## config.mk

```make
export PLATFORM = sky130hd
export DESIGN_NAME = rrc_interp
export DESIGN_NICKNAME = d
export VERILOG_FILES = /design/src/rtl/rrc_interp_pkg.sv /design/src/rtl/rrc_interp_ctrl.sv /design/src/rtl/rrc_interp_lane.sv /design/src/rtl/rrc_interp_datapath.sv /design/src/rtl/rrc_interp.sv
export SDC_FILE = /design/constraint.sdc
export NUM_CORES = 2
export LEC_CHECK = 0
export BUFFER_PORTS_ARGS = -buffer_cell sky130_fd_sc_hd__buf_2
export CELL_PAD_IN_SITES_DETAIL_PLACEMENT = 0
export CELL_PAD_IN_SITES_GLOBAL_PLACEMENT = 1
export CORE_UTILIZATION = 48
export DETAILED_ROUTE_END_ITERATION = 12
export PLACE_DENSITY_LB_ADDON = 0.1
export SETUP_SLACK_MARGIN = 0.15
export SLEW_MARGIN = 20
export SYNTH_ARGS = -nofsm -noshare
export SYNTH_HDL_FRONTEND = slang
export SYNTH_HIERARCHICAL = 1
export SYNTH_SLANG_ARGS = --single-unit
```

## constraint.sdc

```tcl
create_clock -name clk -period 10.1 [get_ports clk]
set_clock_uncertainty 0.05 [all_clocks]
set_input_delay 1.01 -clock clk [delete_from_list [all_inputs] [get_ports clk]]
set_output_delay 1.01 -clock clk [all_outputs]
set_load 0.01 [all_outputs]
```

## src/rtl/rrc_interp_pkg.sv

```systemverilog
package rrc_interp_pkg;
  localparam int NUM_TAPS   = 24;
  localparam int INTERP     = 4;
  localparam int PHASE_TAPS = NUM_TAPS / INTERP;
  localparam int COEF_W     = 12;
  localparam int PHASE_W    = $clog2(INTERP);
  localparam int HALF_TAPS  = NUM_TAPS / 2;

  // Outer half of the symmetric prototype, outermost tap first.
  localparam logic signed [COEF_W-1:0] HALF_COEF [HALF_TAPS] = '{
    12'sd40, 12'sd100, 12'sd110, 12'sd10, -12'sd160, -12'sd300,
    -12'sd280, -12'sd30, 12'sd420, 12'sd1000, 12'sd1550, 12'sd1900
  };

  function automatic logic signed [COEF_W-1:0] coefAt(input int idx);
    if (idx < HALF_TAPS) return HALF_COEF[idx];
    return HALF_COEF[NUM_TAPS-1-idx];
  endfunction

  typedef struct packed {
    logic               load;
    logic [PHASE_W-1:0] phase;
    logic               primed;
  } ctrl_t;
endpackage

```

## src/rtl/rrc_interp_ctrl.sv

```systemverilog
module rrc_interp_ctrl
  import rrc_interp_pkg::*;
(
  input  logic  clk,
  input  logic  rstN,
  input  logic  symValid,
  output ctrl_t ctrlBus
);
  localparam int FILL_W = $clog2(PHASE_TAPS + 1);

  logic [PHASE_W-1:0] phaseQ;
  logic [FILL_W-1:0]  fillQ;

  always_ff @(posedge clk) begin
    if (!rstN) begin
      phaseQ <= '0;
      fillQ  <= '0;
    end else if (symValid) begin
      phaseQ <= '0;
      if (fillQ != FILL_W'(PHASE_TAPS)) fillQ <= fillQ + 1'b1;
    end else begin
      phaseQ <= phaseQ + 1'b1;
    end
  end

  assign ctrlBus.load   = symValid;
  assign ctrlBus.phase  = phaseQ;
  assign ctrlBus.primed = (fillQ == FILL_W'(PHASE_TAPS));
endmodule

```

## src/rtl/rrc_interp_lane.sv

```systemverilog
module rrc_interp_lane
  import rrc_interp_pkg::*;
#(
  parameter int DATA_W = 8,
  parameter int OUT_W  = 24
) (
  input  logic                     clk,
  input  logic                     rstN,
  input  ctrl_t                    ctrlBus,
  input  logic signed [DATA_W-1:0] sample,
  output logic signed [OUT_W-1:0]  result
);
  localparam int ACC_W = DATA_W + COEF_W + $clog2(PHASE_TAPS);

  logic signed [DATA_W-1:0] hist [PHASE_TAPS];
  logic signed [ACC_W-1:0]  acc;
  logic signed [OUT_W-1:0]  shaped;

  always_ff @(posedge clk) begin
    if (!rstN) begin
      for (int i = 0; i < PHASE_TAPS; i++) hist[i] <= '0;
    end else if (ctrlBus.load) begin
      hist[0] <= sample;
      for (int i = 1; i < PHASE_TAPS; i++) hist[i] <= hist[i-1];
    end
  end

  always_comb begin
    acc = '0;
    for (int j = 0; j < PHASE_TAPS; j++) begin
      acc = acc + ACC_W'(hist[j]) * ACC_W'(coefAt(j * INTERP + int'(ctrlBus.phase)));
    end
  end

  generate
    if (ACC_W <= OUT_W) begin : g_extend
      assign shaped = OUT_W'(acc);
    end else begin : g_round
      localparam int DROP = ACC_W - OUT_W;
      logic signed [ACC_W:0] rnd;
      assign rnd    = {acc[ACC_W-1], acc} + ((ACC_W+1)'(1) << (DROP - 1));
      assign shaped = rnd[OUT_W+DROP-1:DROP];
    end
  endgenerate

  always_ff @(posedge clk) begin
    if (!rstN) result <= '0;
    else       result <= shaped;
  end
endmodule

```

## src/rtl/rrc_interp_datapath.sv

```systemverilog
module rrc_interp_datapath
  import rrc_interp_pkg::*;
#(
  parameter int DATA_W = 8,
  parameter int OUT_W  = 24
) (
  input  logic              clk,
  input  logic              rstN,
  input  ctrl_t             ctrlBus,
  input  logic [DATA_W-1:0] symI,
  input  logic [DATA_W-1:0] symQ,
  output logic              outValid,
  output logic [OUT_W-1:0]  outI,
  output logic [OUT_W-1:0]  outQ
);
  localparam int LANES = 2;

  logic [LANES-1:0][DATA_W-1:0] laneIn;
  logic [LANES-1:0][OUT_W-1:0]  laneOut;

  assign laneIn = {symQ, symI};

  generate
    for (genvar g = 0; g < LANES; g++) begin : g_lane
      rrc_interp_lane #(.DATA_W(DATA_W), .OUT_W(OUT_W)) u_lane (
        .clk    (clk),
        .rstN   (rstN),
        .ctrlBus(ctrlBus),
        .sample (laneIn[g]),
        .result (laneOut[g])
      );
    end
  endgenerate

  always_ff @(posedge clk) begin
    if (!rstN) outValid <= 1'b0;
    else       outValid <= ctrlBus.primed;
  end

  assign outI = laneOut[0];
  assign outQ = laneOut[1];
endmodule

```

## src/rtl/rrc_interp.sv

```systemverilog
module rrc_interp
  import rrc_interp_pkg::*;
#(
  parameter int DATA_W = 8,
  parameter int OUT_W  = 24
) (
  input  logic              clk,
  input  logic              rstN,
  input  logic              symValid,
  input  logic [DATA_W-1:0] symI,
  input  logic [DATA_W-1:0] symQ,
  output logic              outValid,
  output logic [OUT_W-1:0]  outI,
  output logic [OUT_W-1:0]  outQ
);
  ctrl_t ctrlBus;

  rrc_interp_ctrl u_ctrl (
    .clk     (clk),
    .rstN    (rstN),
    .symValid(symValid),
    .ctrlBus (ctrlBus)
  );

  rrc_interp_datapath #(.DATA_W(DATA_W), .OUT_W(OUT_W)) u_dp (
    .clk     (clk),
    .rstN    (rstN),
    .ctrlBus (ctrlBus),
    .symI    (symI),
    .symQ    (symQ),
    .outValid(outValid),
    .outI    (outI),
    .outQ    (outQ)
  );
endmodule

```

# Yosys cells after proc, flatten, opt, wreduce, memory -nomap -nowiden

Memories as Yosys holds them, arrays and structs flattened.
Cells that the tools add are included.

Memories kept: 14
Input bits: 19
Bits in writable memories: 96
Flip-flop bits (word level): 52
Bits in read-only memories: 2304

Memory list:

| name             | words | bits a word | read ports | clocked after memory_dff | wr ports | RTL line             | source |
|---|---|---|---|---|---|---|---|
| (name not given) | 16    | 12          | 1          | 0                        | 0        | rrc_interp_pkg.sv:16 | `if (idx < HALF_TAPS) return HALF_COEF[idx];` |
| (name not given) | 16    | 12          | 1          | 0                        | 0        | rrc_interp_pkg.sv:17 | `return HALF_COEF[NUM_TAPS-1-idx];` |
| (name not given) | 16    | 12          | 1          | 0                        | 0        | rrc_interp_pkg.sv:17 |  |
| (name not given) | 16    | 12          | 1          | 0                        | 0        | rrc_interp_pkg.sv:17 |  |
| (name not given) | 16    | 12          | 1          | 0                        | 0        | rrc_interp_pkg.sv:17 |  |
| (name not given) | 16    | 12          | 1          | 0                        | 0        | rrc_interp_pkg.sv:16 |  |
| +8 memories      | --    | --          | --         | --                       | --       | --                   |  |

$lt $le $gt $ge: 18
Mux-type cells: 58
Multipliers: 12
Add/sub/neg operators: 23
Bitwise logic cells: 25
Reductions and logical operators: 2
Eq/ne operators: 2

Operators by type and width:

| operator                                                                     | number |
|---|---|
| 12-bit two-way mux                                                           | 36 |
| 32-bit by 5-bit >= comparator with 1-bit output, second input constant       | 12 |
| 8-bit by 12-bit multiplier with 20-bit output                                | 12 |
| 32-bit inverter                                                              | 6 |
| 8-bit two-way mux                                                            | 12 |
| 23-bit by 20-bit adder with 23-bit output                                    | 4 |
| 5-bit inverter with 32-bit output                                            | 2 |
| 6-bit inverter with 32-bit output                                            | 2 |
| 22-bit by 20-bit adder with 23-bit output                                    | 2 |
| 21-bit by 20-bit adder with 22-bit output                                    | 2 |
| 20-bit by 20-bit adder with 21-bit output                                    | 2 |
| 2-bit inverter with 32-bit output                                            | 1 |
| 4-bit inverter with 32-bit output                                            | 1 |
| 5-bit by 6-bit subtractor with 7-bit output, first input constant            | 2 |
| 5-bit by 2-bit adder with 6-bit output, first input constant                 | 2 |
| 6-bit by 4-bit less-than comparator with 1-bit output, second input constant | 2 |
| 1-bit OR                                                                     | 12 |
| 5-bit by 5-bit subtractor with 6-bit output, first input constant            | 2 |
| 4-bit by 2-bit adder with 5-bit output, first input constant                 | 2 |
| 5-bit by 4-bit less-than comparator with 1-bit output, second input constant | 2 |
| 1-bit two-way mux                                                            | 10 |
| 5-bit by 2-bit subtractor with 6-bit output, first input constant            | 1 |
| 5-bit by 4-bit subtractor with 6-bit output, first input constant            | 1 |
| 3-bit by 2-bit adder with 4-bit output, first input constant                 | 1 |
| 9 further kinds                                                              | 9 |

# Logic depth before layout (Yosys ltp)

Word-level depth: 13
Mapped depth: 30

# Cells and area by module

The synthesis kept the hierarchy.

By module, submodules not included:

| module                                  | cells each | sequential area each (µm²) | area each (µm²) | times used |
|---|---|---|---|---|
| rrc_interp_lane (u_dp.g_lane[0].u_lane) | 1719       | 1881.8                     | 17737.0         | 1 |
| rrc_interp_lane (u_dp.g_lane[1].u_lane) | 1697       | 1881.8                     | 17629.4         | 1 |
| rrc_interp_ctrl                         | 23         | 100.1                      | 239.0           | 1 |
| rrc_interp_datapath                     | 2          | 20.0                       | 26.3            | 1 |

# Worst setup path after synthesis

Ideal clock, no wire load.

Path type: register to register
Start: reg u_ctrl.phaseQ[1]
End: reg u_dp.g_lane[0].u_lane.result[21]
Data required time: 9971 ps
Cell stages (with the launch flop): 27
Setup time: 79 ps
Arrival time: 7934 ps
Path slack: 2037 ps
Path buffers: 3
Cells stage by stage: dfxtp_1 clkbuf_1 inv_2 clkbuf_1 ha_1 clkbuf_1 nand2b_1 fa_1 inv_1 fa_1 inv_1 fa_1 fa_1 inv_1 fa_1 fa_1 fa_1 fa_1 inv_1 fa_1 inv_1 ha_1 o21a_1 a32oi_4 o211ai_2 or3_1 o211ai_1

Cells in the longest elaborated chain, start to end: 13
Elaborated cells between the ends (all ways): 94
Those cells by class: add/sub: 16; mul: 6; order compare: 6; mux: 42; bitwise: 12; memory: 12

Ends and longest elaborated chain:

| what                                                                                                    | RTL line                                   | source |
|---|---|---|
| from (decl)                                                                                             | rrc_interp_ctrl.sv:11                      | `logic [PHASE_W-1:0] phaseQ;` |
| from (signal assigned)                                                                                  | rrc_interp_ctrl.sv:22                      | `phaseQ <= phaseQ + 1'b1;` |
| 3-bit by 2-bit adder with 4-bit output                                                                  | rrc_interp_lane.sv:31                      | `acc = acc + ACC_W'(hist[j]) * ACC_W'(coefAt(j * INTERP + int'(ctrlBus.phase)));` |
| 5-bit by 4-bit subtractor with 6-bit output / 4-bit inverter with 32-bit output (equally long branches) | rrc_interp_pkg.sv:17, rrc_interp_pkg.sv:16 |  |
| 32-bit inverter (not written as such) / memory 16 x 12 bit (equally long branches)                      | --                                         |  |
| memory 16 x 12 bit / 12-bit two-way mux (equally long branches)                                         | --                                         |  |
| 12-bit two-way mux (on tied branches)                                                                   | rrc_interp_pkg.sv:17, rrc_interp_pkg.sv:16 |  |
| 12-bit two-way mux (on tied branches)                                                                   | --                                         |  |
| 12-bit two-way mux                                                                                      | --                                         |  |
| 8-bit by 12-bit multiplier with 20-bit output                                                           | rrc_interp_lane.sv:31                      |  |
| 20-bit by 20-bit adder with 21-bit output                                                               | rrc_interp_lane.sv:31                      |  |
| 21-bit by 20-bit adder with 22-bit output                                                               | rrc_interp_lane.sv:31                      |  |
| 22-bit by 20-bit adder with 23-bit output                                                               | rrc_interp_lane.sv:31                      |  |
| 23-bit by 20-bit adder with 23-bit output                                                               | rrc_interp_lane.sv:31                      |  |
| 23-bit by 20-bit adder with 23-bit output (*)                                                           | rrc_interp_lane.sv:31                      |  |
| to (signal assigned)                                                                                    | rrc_interp_lane.sv:48                      | `else result <= shaped;` |
| to (decl)                                                                                               | rrc_interp_lane.sv:11                      | `output logic signed [OUT_W-1:0] result` |

Mark *: on every way between the ends. The rest lies on a longest branch, timed or not. The select of a mux whose other input is x is not followed.
A chain may end at the register's enable or synchronous reset.

# Worst setup path in the final report

Start: reg u_ctrl.phaseQ[1]
End: reg u_dp.g_lane[1].u_lane.result[20]

Cells in the longest elaborated chain, start to end: 13
Elaborated cells between the ends (all ways): 94
Those cells by class: add/sub: 16; mul: 6; order compare: 6; mux: 42; bitwise: 12; memory: 12

Ends and longest elaborated chain:

| what                                                                                                    | RTL line |
|---|---|
| 3-bit by 2-bit adder with 4-bit output                                                                  | rrc_interp_lane.sv:31 |
| 5-bit by 4-bit subtractor with 6-bit output / 4-bit inverter with 32-bit output (equally long branches) | rrc_interp_pkg.sv:17, rrc_interp_pkg.sv:16 |
| 32-bit inverter (not written as such) / memory 16 x 12 bit (equally long branches)                      | -- |
| memory 16 x 12 bit / 12-bit two-way mux (equally long branches)                                         | -- |
| 12-bit two-way mux (on tied branches) (2 in a row)                                                      | -- |
| 12-bit two-way mux                                                                                      | rrc_interp_pkg.sv:17 |
| 8-bit by 12-bit multiplier with 20-bit output                                                           | rrc_interp_lane.sv:31 |
| 20-bit by 20-bit adder with 21-bit output                                                               | rrc_interp_lane.sv:31 |
| 21-bit by 20-bit adder with 22-bit output                                                               | rrc_interp_lane.sv:31 |
| 22-bit by 20-bit adder with 23-bit output                                                               | rrc_interp_lane.sv:31 |
| 23-bit by 20-bit adder with 23-bit output                                                               | rrc_interp_lane.sv:31 |
| 23-bit by 20-bit adder with 23-bit output (*)                                                           | rrc_interp_lane.sv:31 |
| to (signal assigned)                                                                                    | rrc_interp_lane.sv:48 |
| to (decl)                                                                                               | rrc_interp_lane.sv:11 |

Marks and branches as above.

==> reports/results.ini <==
[floorplan]
start_util=0.487
die_x_um=274
io_pins=68
design.core.area_mm2=0.0732
die_area_mm2=0.0753
fp.dieH_um=274
fp-row-count=99

[place]
gp_congestion=0.912
hpwl_mm=79.6
placed_cells_incl_taps=4416
port_buffers=65

[flow_run]
cap_violations=0

[status]
failed_checks=DRC
outcome=finished with violations

[critical_path]
cp_common_cell=fa_1
start_kind=register
crit_type=reg -> reg
crit_buf_inv=3
crit_path_top_delay_cell=fa_1
cp-end-kind=register
arrival_ns=9.18
timing.critical_path.max_delay_family=adder cells
cp_max_fo=45
path_cells=buf_4 -> ha_1 -> buf_4 -> nand2b_1 -> fa_1 -> fa_1 -> fa_1 -> fa_1 -> inv_1 -> fa_1 -> fa_1 -> fa_1 -> fa_1 -> fa_1 -> ha_1 -> o21ai_0 -> o21bai_1 -> a31o_2 -> a21o_1 -> a311oi_1 -> nor3_1
cp_slowest_stage_delay_ns=0.67
crit_required_ns=10.41

[synth]
async_flop_share=0
synth_top_family_by_area=adder cells
synth_edf_count=96
ys_ff_latch=146
synthMuxAreaShare=0.00176
yosysWarningCount=6
synth-xor-area-share=0.00983
synth_fa_ha_area_frac=0.623
synthesis.area_mm2=0.0356
yosysUniqueCellTypes=52
synth-simple-area-share=0.117
synth-compound-area-share=0.0212
ys_seq_area_frac=0.109
synth_cells=3441
synth_flop_cell=edfxtp_1
avgSynthCellArea_um2=10.4

[layout]
nFillCells=6721
final_common_cell=inv_1
drive_above_1_share=0.0416
syn_to_final_growth_pct=5.66
finalNetCount=4771
instances_no_fill=4449
final_cell_mix=1,046 x inv_1, 828 x fa_1, 447 x ha_1

[timing]
fmax_mhz=113
finalCritPeriodShare=0.878
rsz0062_at_grt=false
finalSetupViolations=0
slew_headroom=0.297
worst_pin_slew_ns=1.05
holdWs_ns=0.456
drv_slew=0
setup_tns_ns=0
hold_viol_final=0
final.min_clock_period_ns=8.87

[cts]
htreeDepth=4
max-clock-path-buffers=2
cts_sinks=146
cts-root-buf=clkbuf_16
cts_setup_buffers=0
postCtsHoldBufs=0
cts_tree=yes
cts_resized=0
insertion_delay_ns=0.49
clkTransAtPathRegs_ns=0.08
cts_inserted_buffers=17

[route]
dr.first_iter.drc_count=1483
firstDrtPassIters=9
wl_per_cell_um=21.1
drc=4
drt-total-wl_mm=94.0
vias=22479
drt-vias-per-instance=5.05
final_antenna_net_count=0

[global_route]
grt_max_degree=84
grt_antenna_before_repair=4
grt_first_pass_wirelength_mm=150
grt_use_total=0.270
grt_pass1_vias=25076
overflow=0

[hold_path]
hold_path.class=reg -> reg

[cells by family after synthesis]
logic type                 after synthesis
AOI/OAI and AO/OA                      108
xor gates and xnor gates                40
other                                    2
and+or+nand+nor                        739
DFF                                    146
buffers and inverters                 1124
muxes                                    6
adders and majority gates             1276
[flip-flops by register name, indices dropped and copies added, names as in the netlist]
name                       flops
u_dp/g_lane.u_lane/hist       96
u_ctrl/fillQ                   3
u_ctrl/phaseQ                  2
u_dp/g_lane.u_lane/result     44
u_dp/outValid                  1
[cells in the mapped netlist, types with 2 or more instances]
cell type | instances | share of area
o21ai_1 | 5 | 0.00070
o21a_1 | 3 | 0.00063
nand3_1 | 9 | 0.0013
a21oi_2 | 3 | 0.00074
and3_1 | 100 | 0.018
inv_1 | 1046 | 0.11
clkbuf_1 | 70 | 0.0074
a211oi_1 | 8 | 0.0017
dfxtp_1 | 50 | 0.028
a211o_1 | 2 | 0.00049
fa_1 | 828 | 0.47
o211ai_1 | 6 | 0.0013
inv_2 | 3 | 0.00032
and2_1 | 177 | 0.031
or3_1 | 4 | 0.00070
mux2i_1 | 4 | 0.0011
ha_1 | 448 | 0.16
xor2_1 | 9 | 0.0022
nor2b_1 | 157 | 0.028
nand2b_1 | 95 | 0.017
buf_4 | 5 | 0.0011
nor2_1 | 82 | 0.0086
a31o_2 | 4 | 0.00098
nand2_1 | 107 | 0.011
a21o_1 | 12 | 0.0025
edfxtp_1 | 96 | 0.081
conb_1 | 2 | 0.00021
xnor2_1 | 31 | 0.0076
o21ai_0 | 13 | 0.0018
nor3_1 | 2 | 0.00028
o21bai_1 | 5 | 0.0011
a21oi_1 | 35 | 0.0049
[worst register-to-register path, delay by kind of cell, from the launching register on]
family | cells | cell delay (ns)
AOI/OAI and AO/OA | 5 | 1.20
DFF | 1 | 0.56
and+or+nand+nor | 2 | 0.27
buffers and inverters | 3 | 0.95
adders and majority gates | 11 | 5.72
[metal layers]
layer,part of all wire,track usage,up-vias
met2,0.43,0.388,584
met5,0.00018,0,-
met3,0.069,0.0599,63
li1,-,-,10113
met1,0.49,0.418,11717
met4,0.013,0.0475,2
[final cells by class]
type,count,area [um2],share of cell area
multi-input combinational,2173,27500,0.731
inverter,1049,3940,0.105
sequential,146,3890,0.103
tap,959,1200,0.0319
timing repair buffer,89,523,0.0139
clock buffer,19,454,0.0121
clock inverter,13,115,0.00306
antenna,1,2.50,0.0000665
[final timing paths]
check	from	to	slack [ns]	depth (start not counted)
worst max-delay path	u_ctrl/phaseQ[1]	u_dp/g_lane[1].u_lane/result[20]	1.23	21
worst min-delay path	u_ctrl/fillQ[0]	u_ctrl/fillQ[0]	0.46	2
worst max register to register	u_ctrl/phaseQ[1]	u_dp/g_lane[1].u_lane/result[20]	1.23	21
worst min register to register	u_ctrl/fillQ[0]	u_ctrl/fillQ[0]	0.46	2
[through the flow]
step / utilization / worst slack [ns] / cell area, um2
after CTS: 0.514 / 1.29 / 37600
after global placement: 0.506 / 1.42 / 37100
final: 0.514 / 1.23 / 37600
after global routing: 0.514 / 0.872 / 37600
after detailed placement: 0.506 / 1.38 / 37100
after floorplan: - / 2.04 / 35600
Power is left out: the tool's default activity adds up to more than one toggle a clock period on the data nets, which glitch-free logic cannot reach.
